--- src/rtl/rrs_pkg.sv ---
`timescale 1ns/1ps
package rrs_pkg;
  typedef enum logic [1:0] {
    OP_IDLE = 2'd0,
    OP_RD   = 2'd1,
    OP_WR   = 2'd2,
    OP_REF  = 2'd3
  } cmd_op_e;
endpackage

--- src/rtl/rrs_queue.sv ---
`timescale 1ns/1ps
// Per-rank request FIFO; storage has no reset, pointers do.
module rrs_queue #(
  parameter int DEPTH = 8,
  parameter int W     = 8
) (
  input  logic         clk,
  input  logic         rst_n,
  input  logic         push,
  input  logic [W-1:0] din,
  input  logic         pop,
  output logic [W-1:0] dout,
  output logic         full,
  output logic         empty
);
  localparam int PW = (DEPTH > 1) ? $clog2(DEPTH) : 1;
  localparam int CW = $clog2(DEPTH + 1);

  logic [W-1:0]  mem [DEPTH];
  logic [PW-1:0] wp_q, wp_d, rp_q, rp_d;
  logic [CW-1:0] cnt_q, cnt_d;

  function automatic logic [PW-1:0] adv(input logic [PW-1:0] p);
    return (p == PW'(DEPTH - 1)) ? '0 : p + 1'b1;
  endfunction

  always_comb begin
    wp_d  = push ? adv(wp_q) : wp_q;
    rp_d  = pop  ? adv(rp_q) : rp_q;
    cnt_d = cnt_q;
    if (push && !pop)      cnt_d = cnt_q + 1'b1;
    else if (pop && !push) cnt_d = cnt_q - 1'b1;
  end

  always_ff @(posedge clk or negedge rst_n) begin
    if (!rst_n) begin
      wp_q  <= '0;
      rp_q  <= '0;
      cnt_q <= '0;
    end else begin
      wp_q  <= wp_d;
      rp_q  <= rp_d;
      cnt_q <= cnt_d;
    end
  end

  always_ff @(posedge clk) begin
    if (push) mem[wp_q] <= din;
  end

  assign dout  = mem[rp_q];
  assign full  = (cnt_q == CW'(DEPTH));
  assign empty = (cnt_q == '0);
endmodule

--- src/rtl/rrs_refresh_timer.sv ---
`timescale 1ns/1ps
// Per-rank refresh countdown and post-refresh busy window.
module rrs_refresh_timer #(
  parameter int REF_INTERVAL = 1000,
  parameter int REF_MARGIN   = 4,
  parameter int BUSY_CYCLES  = 10,
  localparam int LW = $clog2(REF_INTERVAL + 1),
  localparam int BW = $clog2(BUSY_CYCLES + 1)
) (
  input  logic          clk,
  input  logic          rst_n,
  input  logic          ref_issue,
  output logic          due,
  output logic          busy,
  output logic [LW-1:0] left
);
  logic [LW-1:0] left_q, left_d;
  logic [BW-1:0] busy_q, busy_d;

  always_comb begin
    left_d = left_q;
    busy_d = busy_q;
    if (ref_issue) begin
      left_d = LW'(REF_INTERVAL);
      busy_d = BW'(BUSY_CYCLES);
    end else begin
      if (left_q != '0) left_d = left_q - 1'b1;
      if (busy_q != '0) busy_d = busy_q - 1'b1;
    end
  end

  always_ff @(posedge clk or negedge rst_n) begin
    if (!rst_n) begin
      left_q <= LW'(REF_INTERVAL);
      busy_q <= '0;
    end else begin
      left_q <= left_d;
      busy_q <= busy_d;
    end
  end

  assign due  = (left_q <= LW'(REF_MARGIN));
  assign busy = (busy_q != '0);
  assign left = left_q;
endmodule

--- src/rtl/rrs_arbiter.sv ---
`timescale 1ns/1ps
// Picks one command per cycle: due refresh first, then requests.
module rrs_arbiter (
  input  logic [1:0] due,
  input  logic [1:0] busy,
  input  logic [1:0] has_req,
  input  logic       older0,
  input  logic       rr,
  output logic       gnt_valid,
  output logic       gnt_ref,
  output logic       gnt_dev,
  output logic       tie_ref
);
  logic [1:0] ref_ok, elig;

  always_comb begin
    ref_ok    = due & ~busy;
    elig      = has_req & ~busy & ~due;
    gnt_valid = 1'b0;
    gnt_ref   = 1'b0;
    gnt_dev   = 1'b0;
    tie_ref   = 1'b0;
    if (&ref_ok) begin
      gnt_valid = 1'b1;
      gnt_ref   = 1'b1;
      gnt_dev   = rr;
      tie_ref   = 1'b1;
    end else if (|ref_ok) begin
      gnt_valid = 1'b1;
      gnt_ref   = 1'b1;
      gnt_dev   = ref_ok[1];
    end else if (&elig) begin
      gnt_valid = 1'b1;
      gnt_dev   = ~older0;
    end else if (|elig) begin
      gnt_valid = 1'b1;
      gnt_dev   = elig[1];
    end
  end
endmodule

--- src/rtl/rank_refresh_sched.sv ---
`timescale 1ns/1ps
module rank_refresh_sched
  import rrs_pkg::*;
#(
  parameter int DEPTH        = 8,
  parameter int AW           = 32,
  parameter int REF_INTERVAL = 16_000_000,
  parameter int REF_MARGIN   = 8,
  parameter int BUSY_CYCLES  = 50
) (
  input  logic          clk,
  input  logic          rst_n,
  input  logic          req_valid,
  output logic          req_ready,
  input  logic          req_dev,
  input  logic          req_wr,
  input  logic [AW-1:0] req_addr,
  output logic [1:0]    cmd_cs,
  output logic [1:0]    cmd_op,
  output logic [AW-1:0] cmd_addr
);
  localparam int SW = $clog2(2 * DEPTH) + 1;
  localparam int EW = SW + 1 + AW;
  localparam int LW = $clog2(REF_INTERVAL + 1);

  logic [1:0]          q_full, q_empty, push, pop, due, busy_vec, ref_issue;
  logic [1:0][EW-1:0]  head;
  logic [1:0][LW-1:0]  ref_left;
  logic [SW-1:0]       stamp_q, stamp_d, sdiff;
  logic                rr_q, rr_d;
  logic                gnt_valid, gnt_ref, gnt_dev, tie_ref, older0;
  logic [1:0]          cs_q, cs_d;
  cmd_op_e             op_q, op_d;
  logic [AW-1:0]       addr_q, addr_d;

  assign req_ready = ~q_full[req_dev];

  // wrap-safe age compare of the two queue heads
  assign sdiff  = head[0][EW-1 -: SW] - head[1][EW-1 -: SW];
  assign older0 = sdiff[SW-1];

  for (genvar d = 0; d < 2; d++) begin : g_rank
    assign push[d]      = req_valid & req_ready & (req_dev == 1'(d));
    assign pop[d]       = gnt_valid & ~gnt_ref & (gnt_dev == 1'(d));
    assign ref_issue[d] = gnt_valid &  gnt_ref & (gnt_dev == 1'(d));

    rrs_queue #(.DEPTH(DEPTH), .W(EW)) u_q (
      .clk  (clk),
      .rst_n(rst_n),
      .push (push[d]),
      .din  ({stamp_q, req_wr, req_addr}),
      .pop  (pop[d]),
      .dout (head[d]),
      .full (q_full[d]),
      .empty(q_empty[d])
    );

    rrs_refresh_timer #(
      .REF_INTERVAL(REF_INTERVAL),
      .REF_MARGIN  (REF_MARGIN),
      .BUSY_CYCLES (BUSY_CYCLES)
    ) u_tmr (
      .clk      (clk),
      .rst_n    (rst_n),
      .ref_issue(ref_issue[d]),
      .due      (due[d]),
      .busy     (busy_vec[d]),
      .left     (ref_left[d])
    );
  end

  rrs_arbiter u_arb (
    .due      (due),
    .busy     (busy_vec),
    .has_req  (~q_empty),
    .older0   (older0),
    .rr       (rr_q),
    .gnt_valid(gnt_valid),
    .gnt_ref  (gnt_ref),
    .gnt_dev  (gnt_dev),
    .tie_ref  (tie_ref)
  );

  always_comb begin
    stamp_d = (|push) ? stamp_q + 1'b1 : stamp_q;
    rr_d    = tie_ref ? ~rr_q : rr_q;
    cs_d    = '0;
    op_d    = OP_IDLE;
    addr_d  = '0;
    if (gnt_valid) begin
      cs_d[gnt_dev] = 1'b1;
      if (gnt_ref) begin
        op_d = OP_REF;
      end else begin
        op_d   = head[gnt_dev][AW] ? OP_WR : OP_RD;
        addr_d = head[gnt_dev][AW-1:0];
      end
    end
  end

  always_ff @(posedge clk or negedge rst_n) begin
    if (!rst_n) begin
      stamp_q <= '0;
      rr_q    <= 1'b0;
      cs_q    <= '0;
      op_q    <= OP_IDLE;
      addr_q  <= '0;
    end else begin
      stamp_q <= stamp_d;
      rr_q    <= rr_d;
      cs_q    <= cs_d;
      op_q    <= op_d;
      addr_q  <= addr_d;
    end
  end

  assign cmd_cs   = cs_q;
  assign cmd_op   = op_q;
  assign cmd_addr = addr_q;
endmodule

--- config.mk ---
export PLATFORM = sky130hd
export DESIGN_NAME = rank_refresh_sched
export DESIGN_NICKNAME = d
export VERILOG_FILES = /design/src/rtl/rrs_pkg.sv /design/src/rtl/rrs_queue.sv /design/src/rtl/rrs_refresh_timer.sv /design/src/rtl/rrs_arbiter.sv /design/src/rtl/rank_refresh_sched.sv
export SDC_FILE = /design/constraint.sdc
export NUM_CORES = 1
export LEC_CHECK = 0
export BUFFER_PORTS_ARGS = -buffer_cell sky130_fd_sc_hd__buf_4
export CAP_MARGIN = 10
export CORE_ASPECT_RATIO = 1.2
export CORE_MARGIN = 2
export CORE_UTILIZATION = 50
export DETAILED_ROUTE_END_ITERATION = 8
export GPL_ROUTABILITY_DRIVEN = 0
export GPL_TIMING_DRIVEN = 0
export HOLD_SLACK_MARGIN = 0.02
export PLACE_DENSITY = 0.69
export SLEW_MARGIN = 10
export SYNTH_ARGS = -nofsm -noshare
export SYNTH_HDL_FRONTEND = slang
export SYNTH_SLANG_ARGS = --single-unit
--- constraint.sdc ---
create_clock -name clk -period 5.35 [get_ports clk]
set_clock_uncertainty 0.2 [all_clocks]
set_input_delay 0.8025 -clock clk [delete_from_list [all_inputs] [get_ports clk]]
set_output_delay 0.8025 -clock clk [all_outputs]
set_load 0.01 [all_outputs]
* After elaboration in Yosys (flattened, before gate mapping)
Memories as Yosys holds them, arrays and structs flattened. Cells that the tools add are included. W data, S select, Z words.
Word-level totals: flip-flop bits (word level) 122, memory bits (writable) 608, input bits 37, output and inout port bits 37, logic and storage cells 132, memories 2
Memory list:
- g_rank[0].u_q.mem | depth 8, width 38, rd ports 1, clocked after memory_dff 0, write ports 1, RTL line rrs_queue.sv:19 | logic [W-1:0] mem [DEPTH];
- g_rank[1].u_q.mem | depth 8, width 38, rd ports 1, clocked after memory_dff 0, write ports 1, RTL line rrs_queue.sv:19
Cells by class: $add $sub $neg 14, $lt $le $gt $ge 5, eq/ne operators 6, mux-type cells 43, bitwise logic cells 21, reduce and logical (&&, ||, !) cells 26
Operators with widths (number):
- $mux W24 | 4
- $mux W33 | 2
- $mux W32 | 2
- $le A24 B4 Y1 const B | 2
- $reduce_bool A24 Y1 | 2
- $sub A24 B1 Y24 const B | 2
- $mux W6 | 4
- $mux W1 | 18
- $mux W4 | 4
- $add A3 B1 Y3 const B | 4
- $eq A3 B3 Y1 const B | 4
- $mux W3 | 4
- $reduce_bool A2 Y1 | 6
- $reduce_bool A6 Y1 | 2
- $sub A6 B1 Y6 const B | 2
- $and A1 B1 Y1 | 9
- $add A4 B1 Y4 const B | 2
- $eq A4 B4 Y1 const B | 2
- $logic_not A4 Y1 | 2
- $mux W2 | 4
- $sub A4 B1 Y4 const B | 2
- $and A2 B2 Y2 | 3
- $not A1 Y1 | 6
- $not A2 Y2 | 3
- other kinds (9) | 20

* Depth between registers and ports, before layout
depth after elaboration 14, mapped depth 20, mapped depth without buffers 17

* Modules after synthesis
A second synthesis with hierarchy kept.
Second synthesis, totals: cells, all modules 1516, area total of the unflattened synthesis 29532.1 um^2
By module, submodules not included:
- rrs_queue at g_rank[0].u_q | instances 1, cells each 504, area an instance 12106.6 um^2, seq. area each 9379.0 um^2
- rrs_queue at g_rank[1].u_q | instances 1, cells each 506, area an instance 12106.6 um^2, seq. area each 9379.0 um^2
- rrs_refresh_timer at g_rank[0].u_tmr | instances 1, cells each 199, area an instance 1861.8 um^2, seq. area each 759.5 um^2
- rank_refresh_sched | instances 1, cells each 123, area an instance 1706.6 um^2, seq. area each 1051.0 um^2
- rrs_refresh_timer at g_rank[1].u_tmr | instances 1, cells each 172, area an instance 1679.1 um^2, seq. area each 759.5 um^2
- rrs_arbiter | instances 1, cells each 12, area an instance 71.3 um^2, seq. area each 0.0 um^2

* Worst setup path before layout
Ideal clock, no wire load.
kind input to register, start point input port req_dev, end point memory g_rank[1].u_q.mem[0][0] in the netlist's numbering (enable), library setup time 0.528 ns, data arrival time 5.497 ns, data required time 4.622 ns, path slack -0.875 ns, cell stages on the path 7, path buffers 1, path through nand2b_1 -> nor4_1 -> a31oi_1 -> and2_1 -> clkbuf_1 -> nand2_1 -> nor4_1
Between the ends: cells in the longest elaborated chain, start to end 7
Ends and longest elaborated chain:
- start: declaration | RTL line rank_refresh_sched.sv:15 | input logic req_dev,
- $mux W1 (not written as such) (2 in series) | RTL line rank_refresh_sched.sv:36 | assign req_ready = ~q_full[req_dev];
- $not A1 Y1 | RTL line rank_refresh_sched.sv:36
- named net req_ready | RTL line rank_refresh_sched.sv:14 | output logic req_ready,
- $and A1 B1 Y1 (2 in series) | RTL line rank_refresh_sched.sv:43 | assign push[d] = req_valid & req_ready & (req_dev == 1'(d));
- $mux W1 | RTL line rrs_queue.sv:48 | if (push) mem[wp_q] <= din;
- $mux W1 (not written as such) | RTL line rrs_queue.sv:48
- end: declaration | RTL line rrs_queue.sv:19
The timed path passes the listed nets, and every way through them passes these cells. The select of a mux whose other input is x is not followed.

* Final worst setup path
start point register g_rank[0].u_q.rp_q[0], end point register g_rank[1].u_q.cnt_q[3]
Between the ends: cells in the longest elaborated chain, start to end 10, elaborated cells on any way between the ends 12, those cells by class add/sub (1); mux (4); bitwise (2); reduce/logical (4); memory (1)
Ends and longest elaborated chain:
- start: declaration | RTL line rrs_queue.sv:20 | logic [PW-1:0] wp_q, wp_d, rp_q, rp_d;
- start signal: assignment | RTL line rrs_queue.sv:42 | rp_q <= rp_d;
- $mem_v2 Z8 W38 *
- $sub A5 B5 Y5 * | RTL line rank_refresh_sched.sv:39 | assign sdiff = head[0][EW-1 -: SW] - head[1][EW-1 -: SW];
- $not A1 Y1 * | RTL line rrs_arbiter.sv:34 | gnt_dev = ~older0;
- $mux W1 * | RTL line rrs_arbiter.sv:32 | end else if (&elig) begin
- $mux W1 * | RTL line rrs_arbiter.sv:28 | end else if (|ref_ok) begin
- $mux W1 * | RTL line rrs_arbiter.sv:23 | if (&ref_ok) begin
- $and A1 B1 Y1 * | RTL line rank_refresh_sched.sv:44 | assign pop[d] = gnt_valid & ~gnt_ref & (gnt_dev == 1'(d));
- $logic_not A1 Y1 | RTL line rrs_queue.sv:31 | if (push && !pop) cnt_d = cnt_q + 1'b1;
- $logic_and A1 B1 Y1 | RTL line rrs_queue.sv:31
- $mux W4 / $reduce_bool A2 Y1 (equally long branches)
- end signal: assignment | RTL line rrs_queue.sv:43 | cnt_q <= cnt_d;
- end: declaration | RTL line rrs_queue.sv:21 | logic [CW-1:0] cnt_q, cnt_d;
Every way passes the cells marked *; elsewhere a longest branch is shown, timed or not. A chain may end at the register's enable or synchronous reset.

==> impl_metrics.yaml <==
run_status:
  status: "complete, no violations"
detailed_routing:
  viasPerCell: 6.01
  num_vias: 15200
  wl_met2_um: 32600
  wl_met1_um: 26300
  drt_iter0_drc: 1422
  wl_met3_um: 3620
  wl_per_cell_um: 25.7
  drc: 0
  top_layer: "met5"
  wirelength_um: 64700
  firstDrtPassIters: 5
  ant_nets: 0
yosys:
  syn-num-nets: 1586
  synth_flop_cell: "edfxtp_1"
  avgSynthCellArea_um2: 19.0
  synth_enable_flop_cells: 608
  ys_seq_elements: 730
  synth_cell_type_count: 60
  synthCells: 1523
  yosys_warnings: 0
  async_flop_share_pct: 16.7
  syn_area_um2: 29000
  ys_seq_area_share_pct: 73.6
worst_setup_path:
  path_max_fanout: 10
  path_cells: "clkbuf_1 > clkbuf_4 > clkbuf_4 > mux4_2 > mux2_2 > ha_1 > a21o_1 > a21o_1 > or3_1 > a31oi_2 > inv_1 > ha_1 > inv_1 > ha_1 > a21o_1 > a21oi_1 > xnor2_1 > nor2_1 > xor2_1"
  startpoint_type: "flip-flop"
  cp.required_ns: 5.65
  endpoint_kind: "flip-flop"
  critPathKind: "reg -> reg"
  critical-path-top-delay-family: "compound AO/OA/AOI/OAI gates"
  max_stage_delay_ns: 0.52
  cp_slowest_cell: "mux4_2"
  path_buf_inv: 5
  cp.arrival_ns: 5.34
power_and_ir_drop:
  ir_drop_uv: 330
  p_leak_nw: 11.2
  power_mw: 13.1
  power_density_nw_per_um2: 388
cells_and_area:
  layout-drive-gt1-share_pct: 29.3
  fin_nets: 1788
  fin_area_um2: 33700
  fin_util_pct: 58.9
  area_growth_pct: 16.3
  nFillCells: 4099
  mostFrequentLayoutCell: "edfxtp_1"
  layout_common_cells: "edfxtp_1 (608), mux4_2 (152), dfrtp_1 (108)"
place:
  place_area_um2: 31200
  hpwl_um: 42400
  port_buffers: 73
timing:
  rsz0062_at_grt: "true"
  slew-limit-headroom_pct: 24.9
  finalSetupViolCount: 0
  finalHoldViolations: 0
  tightest_slew_ns: 1.13
  fin_setup_tns_ns: 0
  slew_viol_final: 0
  finalCritPeriodShare_pct: 94.3
  max_freq_mhz: 198
  fin_crit_ns: 5.04
die:
  dieHeight_um: 268
  core_area_um2: 57300
  io_pins: 74
  die-area_um2: 59900
  die_w_um: 224
  rows: 96
  start_util_pct: 50.6
grt:
  overflow: 0
  grt_start_max_net_pins: 86
  grt_pass1_vias: 15800
  grt.total_usage_pct: 22.2
  antenna_found_initial: 2
  grt_pass1_wl_um: 97500
clock_network:
  cts_tree: "done"
  clock_path_buffers: 3
  clock_latency_ns: 0.62
  path_clk_slew_ns: 0.06
  root_buffer: "clkbuf_16"
  post_cts_buffers: 0
  cts_buffers: 73
  ctsHtreeMaxLevel: 3
  numClockSinks: 730
job:
  maxCapViolCount: 0
min_path:
  hold_path.class: "reg -> reg"
[final timing paths]
kind / slack [ns] / cells past startpoint / endpoint / from
worst max-delay path: 0.31 / 19 / g_rank[1].u_q.cnt_q[3] / g_rank[0].u_q.rp_q[0]
worst min-delay path: 0.28 / 1 / rr_q / rr_q
worst max register to register: 0.31 / 19 / g_rank[1].u_q.cnt_q[3] / g_rank[0].u_q.rp_q[0]
worst min register to register: 0.28 / 1 / rr_q / rr_q
max in group asynchronous: 3.62 / 3 / cmd_addr[23] / rst_n
min in group asynchronous: 0.49 / 2 / g_rank[0].u_q.cnt_q[1] / rst_n
[worst register-to-register path: cells and delay by family (launching register included)]
kind,cells,cell delay [ns]
buf+inv,5,1.05
flops,1,0.36
mux,2,0.81
simple gates,2,0.42
xor+xnor,2,0.27
fa+ha+maj,3,0.76
compound gates,5,1.07
[Yosys cell counts (6+ instances only)]
library cell  count  area, um2
a21o_1            7       52.6
a21oi_1          27        135
a221oi_1         33        289
buf_1            16       60.1
buf_2            13       65.1
clkbuf_1         50        188
dfrtp_1         108       2700
dfstp_2          14        368
edfxtp_1        608      18300
ha_1             24        300
inv_1            18       67.6
mux2_2           46        518
mux2i_1           9       90.1
mux4_2          152       3420
nand2_1          34        128
nand2b_1         10       62.6
nand3_1          13       65.1
nand4_1           6       37.5
nor2_1           52        195
nor2b_1          32        200
nor3_1           59        295
nor4_1           47        294
o21ai_0          21        105
or2_2             7       43.8
or3_1             8       50.1
xnor2_1          40        350
xor2_1           16        140
[state kept, by name, indices dropped and copies added (netlist names)]
name,cells
g_rank.u_q.rp_q,6
g_rank.u_q.mem,608
cmd_addr,32
cmd_cs,2
g_rank.u_q.cnt_q,8
rr_q,1
g_rank.u_q.wp_q,6
g_rank.u_tmr.busy_q,12
cmd_op,2
stamp_q,5
g_rank.u_tmr.left,48
[timing repair]
item | 4_1_cts | 5_1_grt
cloned | 0 | 0
endpoints found under the hold margin | 37 | 0
resized for setup | 17 | 6
hold buffers | 1 | 0
endpoints found under the setup margin | 52 | 3
[metrics by stage]
| step | hold WS [ns] | setup WS, ns | std cells |
|---|---|---|---|
| after global routing | 0.274 | -0.0401 | 2522 |
| after floorplan | 0.244 | 0.00533 | 1523 |
| after detailed placement | 0.275 | -0.798 | 2389 |
| after CTS | 0.245 | 0.0397 | 2524 |
| after global placement | 0.262 | -3.50 | 2331 |
| final | 0.276 | 0.305 | 2523 |
[power by group]
group	internal, mW	switching (mW)	leakage, nW
logic	0.400	0.560	3.02
registers	6.71	0.267	7.04
clock network	3.00	2.16	1.19
total	10.1	2.99	11.2
[logic make-up (layout without fill, tap and decap cells)]
kind of cell    Yosys count  count (layout)  share of synthesized area (%)
fa+ha+maj                26              26                           1.17
flops                   730             730                           73.6
xor+xnor                 56              56                           1.69
simple gates            288             288                           5.40
other cells               0               2                              0
compound gates          111             111                           2.68
mux                     210             210                           14.0
buf+inv                 102             365                           1.48
[final cells by class]
type	instances	area (um2)	area share, %
plain buffers	78	365	1.08
flip-flops and latches	730	21300	63.2
diodes	2	5.00	0.0148
clock buffers	99	2080	6.17
repair buffers	132	1220	3.61
inverters	19	71.3	0.211
multi-input cells	691	7370	21.8
well taps	735	920	2.73
clock inverters	37	372	1.10
[layer usage]
layer | global-route usage (%) | up-vias
met5 | 0 | -
met4 | 8.94 | 2
met3 | 3.56 | 132
met2 | 37.2 | 482
met1 | 29.4 | 7967
li1 | - | 6569
Power figures use the tool's default switching activity.
